## src/rtl/hwsem_pkg.sv

```systemverilog
package hwsem_pkg;
  // decoded per-port request for one cycle
  typedef struct packed {
    logic claim;   // status read
    logic free1;   // status write with bit0 set
  } port_req_t;

  function automatic int unsigned id_width(int unsigned n);
    return (n > 1) ? $clog2(n) : 1;
  endfunction
endpackage

```

## src/rtl/sem_port_decode.sv

```systemverilog
module sem_port_decode
  import hwsem_pkg::*;
#(
  parameter int unsigned ADDR_W   = 4,
  parameter int unsigned DATA_W   = 8,
  parameter int unsigned LOCK_OFS = 8
) (
  input  logic              rd_en,
  input  logic              wr_en,
  input  logic [ADDR_W-1:0] addr,
  input  logic [DATA_W-1:0] wdata,
  output port_req_t         req
);
  localparam logic [ADDR_W-1:0] OFS = ADDR_W'(LOCK_OFS);

  logic hit;
  assign hit = (addr == OFS);

  always_comb begin
    req.claim = rd_en & hit;
    req.free1 = wr_en & hit & wdata[0];
  end
endmodule

```

## src/rtl/sem_prio_arb.sv

```systemverilog
module sem_prio_arb #(
  parameter int unsigned N    = 4,
  parameter int unsigned ID_W = 2
) (
  input  logic [N-1:0]    req,
  output logic [N-1:0]    gnt,
  output logic [ID_W-1:0] gnt_idx,
  output logic            any
);
  // lower index wins
  logic [N:0] blocked;
  assign blocked[0] = 1'b0;

  for (genvar i = 0; i < N; i++) begin : g_chain
    assign gnt[i]       = req[i] & ~blocked[i];
    assign blocked[i+1] = blocked[i] | req[i];
  end

  assign any = blocked[N];

  always_comb begin
    gnt_idx = '0;
    for (int i = N - 1; i >= 0; i--) begin
      if (req[i]) gnt_idx = ID_W'(i);
    end
  end
endmodule

```

## src/rtl/sem_lock_core.sv

```systemverilog
module sem_lock_core #(
  parameter int unsigned N    = 4,
  parameter int unsigned ID_W = 2
) (
  input  logic            clk,
  input  logic            rst,
  input  logic [N-1:0]    free1,
  input  logic            claim_any,
  input  logic [ID_W-1:0] claim_idx,
  output logic            lock_q,
  output logic [ID_W-1:0] owner_q,
  output logic            err_q
);
  logic [N-1:0] owner_mask;
  logic         release_ok;
  logic         bad_free;

  always_comb begin
    owner_mask = '0;
    for (int i = 0; i < N; i++) begin
      if (lock_q && owner_q == ID_W'(i)) owner_mask[i] = 1'b1;
    end
  end

  assign release_ok = |(free1 & owner_mask);
  assign bad_free   = |(free1 & ~owner_mask);

  always_ff @(posedge clk) begin
    if (rst) begin
      lock_q  <= 1'b0;
      owner_q <= '0;
      err_q   <= 1'b0;
    end else begin
      if (bad_free) err_q <= 1'b1;
      if (release_ok) begin
        lock_q  <= 1'b0;
        owner_q <= '0;
      end else if (!lock_q && claim_any) begin
        lock_q  <= 1'b1;
        owner_q <= claim_idx;
      end
    end
  end
endmodule

```

## src/rtl/hw_semaphore.sv

```systemverilog
module hw_semaphore
  import hwsem_pkg::*;
#(
  parameter int unsigned N_PORTS  = 4,
  parameter int unsigned ADDR_W   = 4,
  parameter int unsigned DATA_W   = 8,
  parameter int unsigned LOCK_OFS = 8,
  localparam int unsigned ID_W    = id_width(N_PORTS)
) (
  input  logic                        clk,
  input  logic                        rst,
  input  logic [N_PORTS-1:0]          rd_en,
  input  logic [N_PORTS-1:0]          wr_en,
  input  logic [N_PORTS*ADDR_W-1:0]   addr,
  input  logic [N_PORTS*DATA_W-1:0]   wdata,
  output logic [N_PORTS*DATA_W-1:0]   rdata,
  output logic                        lock_taken,
  output logic [ID_W-1:0]             owner_id,
  output logic                        err_flag
);
  port_req_t [N_PORTS-1:0] req;
  logic [N_PORTS-1:0] claim_v, free1_v, gnt;
  logic [ID_W-1:0]    gnt_idx;
  logic               claim_any;

  for (genvar i = 0; i < N_PORTS; i++) begin : g_port
    sem_port_decode #(
      .ADDR_W(ADDR_W), .DATA_W(DATA_W), .LOCK_OFS(LOCK_OFS)
    ) u_dec (
      .rd_en (rd_en[i]),
      .wr_en (wr_en[i]),
      .addr  (addr[i*ADDR_W +: ADDR_W]),
      .wdata (wdata[i*DATA_W +: DATA_W]),
      .req   (req[i])
    );
    assign claim_v[i] = req[i].claim;
    assign free1_v[i] = req[i].free1;

    // registered read data: state before this edge decides the answer
    always_ff @(posedge clk) begin
      if (rst) begin
        rdata[i*DATA_W +: DATA_W] <= '0;
      end else if (rd_en[i]) begin
        if (claim_v[i])
          rdata[i*DATA_W +: DATA_W] <= {{(DATA_W-1){1'b0}}, lock_taken | ~gnt[i]};
        else
          rdata[i*DATA_W +: DATA_W] <= '0;
      end
    end
  end

  sem_prio_arb #(.N(N_PORTS), .ID_W(ID_W)) u_arb (
    .req     (claim_v),
    .gnt     (gnt),
    .gnt_idx (gnt_idx),
    .any     (claim_any)
  );

  sem_lock_core #(.N(N_PORTS), .ID_W(ID_W)) u_core (
    .clk       (clk),
    .rst       (rst),
    .free1     (free1_v),
    .claim_any (claim_any),
    .claim_idx (gnt_idx),
    .lock_q    (lock_taken),
    .owner_q   (owner_id),
    .err_q     (err_flag)
  );
endmodule

```

## config.mk

```make
export PLATFORM = sky130hd
export DESIGN_NAME = hw_semaphore
export DESIGN_NICKNAME = d
export VERILOG_FILES = /design/src/rtl/hwsem_pkg.sv /design/src/rtl/sem_port_decode.sv /design/src/rtl/sem_prio_arb.sv /design/src/rtl/sem_lock_core.sv /design/src/rtl/hw_semaphore.sv
export SDC_FILE = /design/constraint.sdc
export NUM_CORES = 1
export LEC_CHECK = 0
export CAP_MARGIN = 30
export CORE_ASPECT_RATIO = 1.75
export CORE_MARGIN = 2
export CORE_UTILIZATION = 27
export CTS_CLUSTER_DIAMETER = 100
export DETAILED_ROUTE_END_ITERATION = 10
export HOLD_SLACK_MARGIN = 0.02
export PLACE_DENSITY = 0.93
export SKIP_LAST_GASP = 1
export SYNTH_ARGS = -nofsm -noshare
export SYNTH_HDL_FRONTEND = slang
export SYNTH_SLANG_ARGS = --single-unit
```

## constraint.sdc

```tcl
create_clock -name clk -period 1.8 [get_ports clk]
set_input_delay 0.18 -clock clk [delete_from_list [all_inputs] [get_ports clk]]
set_output_delay 0.18 -clock clk [all_outputs]
set_load 0.005 [all_outputs]
```

==> out/qor.json <==
{
  "dp_cells": 159,
  "period_minus_slack_ps": 1633,
  "routed_via_density": 4.840,
  "timing.rr.end": "u_core.err_q",
  "design.final.nets": 194,
  "route.antenna.remaining_nets": 0,
  "final_core_util_pct": 39.99,
  "synthDominantAreaCellType": "buf_4",
  "post_synth_edffs": 0,
  "drt_pre_antenna_iters": 4,
  "worst_r2r_startpoint": "u_core.lock_q",
  "synth.avg_cell_area_sq_um": 8.466,
  "die_area_sq_mm": 0.003415,
  "wire_per_inst_microns": 12.23,
  "synthesis.area_sq_um": 795.8,
  "hp-class": "reg2reg",
  "clkSlewWorstSetupHoldPaths_ps": 50,
  "post_synth_inst_count": 94,
  "clock_path_buffers": 2,
  "drt_iter0_markers": 12,
  "layout.filler_cells": 302,
  "cp-end-kind": "flop",
  "grt_usage_pct": 12.21,
  "dr_total_vias": 784,
  "final-instance-count-excl-fill": 162,
  "worstHoldEndpoint": "rdata[0]",
  "globalRoute.totalOverflow": 0,
  "worst_hold_path.num_cells": 2,
  "antenna-diode-count": 0,
  "synth_cell_type_count": 31,
  "clock_latency_ps": 240,
  "finalClockSkew_ps": 4.451,
  "synth.yosys.warnings": 0,
  "synth.ff_latch_count": 8,
  "placed_cell_areas_sq_mm": 0.001104,
  "drv.max_cap_violation_count": 0,
  "whs_ps": 478.8,
  "clk_root_buffer_cell": "clkbuf_8",
  "post_cts_setup_repair_bufs": 0,
  "tritoncts_clock_tree": "built",
  "initial_core_util_pct": 27.80,
  "die_x_microns": 45.04,
  "dp_slack_ps": -69.36,
  "p_leak_nw": 0.4186,
  "core-area_sq_mm": 0.002863,
  "finish.instance_area_sq_mm": 0.001145,
  "finalCritPeriodShare_pct": 90.73,
  "run_status": "complete, no violations",
  "synth.top_cells.by_area": "buf_4, dfxtp_1, nor4b_4, a21oi_1, or4b_4",
  "grt_pass1_wl_mm": 2.925,
  "layout-area-overhead-vs-synth_pct": 43.87,
  "placement_rows": 26,
  "report.final.setup_viol": 0,
  "routabilityCongestion": 0.8199,
  "port_buffer_cells": 37,
  "async_reset_ff_share_pct": 0,
  "maximum_number_of_pins_on_one_net_before_global_route_repair": 13,
  "layout-drive-gt1-share_pct": 10.45,
  "timing.hold.worst.start": "rdata[0]",
  "route.detailed.drc": 0,
  "critPathLaunchType": "input pin",
  "final_critical_path_setup_slack_ps": 166.9,
  "drt_wl_total_mm": 1.981,
  "worst-setup-path-type": "in2reg",
  "postCtsHoldBufs": 0,
  "grt_setup_unrepaired": "no",
  "clock_tree.htree_level_count": 1,
  "crit_path_max_fanout": 4,
  "synth_seq_area_share_pct": 20.13,
  "vias_in_the_first_global_route": 740,
  "floorplan.die.height_microns": 75.82,
  "yosys.area.top_type_share_pct": 26.42,
  "ir_worst_vdd_mv": 0.2751,
  "io_pins": 94,
  "cts_sinks": 8,
  "crit_start": "addr[9]",
  "finalHoldViolations": 0,
  "setup.reg_to_reg.worst_slack_ps": 410,
  "number_of_antenna_violations_at_the_first_check_in_global_routing": 0,
  "post_cts_resize_count": 0,
  "reg2reg_depth": 3,
  "max_freq_mhz": 612.3,
  "place_hpwl_mm": 1.633,
  "endpoint_required_time_on_the_critical_path_ps": 1960,
  "maxSlewViolCount": 0,
  "cp_data_arrival_time_ps": 1790,
  "cts_inserted_buffers": 3,
  "synthFlopType": "dfxtp_1",
  "power-per-cell-area_mw_per_mm2": 494.9
}
-- Yosys cell counts, types with 2 or more instances --
| library cell | instances |
|---|---|
| inv_1 | 3 |
| nand2_1 | 7 |
| nand4_1 | 2 |
| a31o_2 | 2 |
| nand3b_1 | 3 |
| nor4b_1 | 2 |
| a21o_1 | 2 |
| a21oi_1 | 6 |
| buf_4 | 28 |
| a211oi_1 | 2 |
| or4b_4 | 2 |
| o22ai_1 | 3 |
| dfxtp_1 | 8 |
| nand2b_1 | 2 |
| nand3_1 | 4 |
| nor4b_4 | 2 |
| nor2b_1 | 2 |
-- worst max-delay path, cell delays in order --
cell and delay, ps:
clkdlybuf4s50_1 420, or4b_4 570, o22ai_1 280, o32ai_1 120, a211oi_1 220
-- routing by layer --
metal | vias up | part of all wire (%) | track usage, %
met5 | - | 0 | 0
met4 | 0 | 3.3 | 9.150
met3 | 5 | 9.6 | 3.318
met2 | 48 | 56 | 23.33
met1 | 356 | 31 | 9.957
li1 | 375 | - | -
-- cell type report --
class	count	area [sq um]	share of cell area [%]
Multi-Input combinational cell	81	511.7	44.70
Timing Repair Buffer	39	385.4	33.66
Sequential cell	8	160.2	13.99
Clock buffer	3	41.29	3.607
Tap cell	28	35.03	3.060
Inverter	3	11.26	0.9836
-- state kept, by name (all words and copies together), names as in the netlist --
signal and flops:
rdata 4, u_core.err_q 1, u_core.lock_q 1, u_core.owner_q 2
-- worst max path at each step --
stage / slack, ps / to / cells past startpoint
floorplan: 400 / u_core.err_q / 4
global placement: -40 / u_core.err_q / 5
detailed placement: -70 / u_core.err_q / 5
CTS: 180 / u_core.err_q / 5
global route: 70 / u_core.owner_q[0] / 5
finish: 170 / u_core.err_q / 5
-- cells by family after synthesis --
group | synth area share (%)
AO/OA/AOI/OAI | 22.96
buffers and inverters | 28.30
flip-flops | 20.13
other | 0.4712
AND/OR/NAND/NOR | 28.15
-- where the power goes --
| group | leakage (nW) | switching (W) | total, W | internal [W] |
|---|---|---|---|---|
| logic | 0.332 | 0.0000569 | 0.000144 | 0.0000872 |
| clock network | 0.0216 | 0.0000852 | 0.000231 | 0.000146 |
| registers | 0.0648 | 0.00000852 | 0.000191 | 0.000183 |
| total | 0.419 | 0.000151 | 0.000567 | 0.000416 |
-- layout by cell type (no fill, tap or decap) --
master and instances:
a2111oi_2 1, a211o_1 1, a211oi_1 2, a21o_1 2, a21oi_1 6, a221oi_1 1
a22oi_1 1, a31o_2 2, a41oi_1 1, and3b_1 1, buf_4 2, clkbuf_8 3
clkdlybuf4s50_1 37, conb_1 28, dfxtp_1 8, inv_1 3, nand2_1 7, nand2b_1 2
nand3_1 4, nand3b_1 3, nand4_1 2, nor2b_1 2, nor3b_1 1, nor4b_1 2
nor4b_4 2, o21bai_1 1, o22ai_1 3, o22ai_2 1, o2bb2ai_1 1, o32ai_1 1
or2b_2 1, or4b_4 2
-- through the flow --
| stage | TNS, ps | power (W) |
|---|---|---|
| 2_1_floorplan | 0 | 0.0002862 |
| 3_3_place_gp | -76.66 | 0.0003328 |
| 3_5_place_dp | -112.3 | 0.0003367 |
| 4_1_cts | 0 | 0.0005662 |
| 5_1_grt | 0 | 0.0005969 |
| 6_report | 0 | 0.0005666 |
No activity file was read; power rests on OpenSTA's default activity.
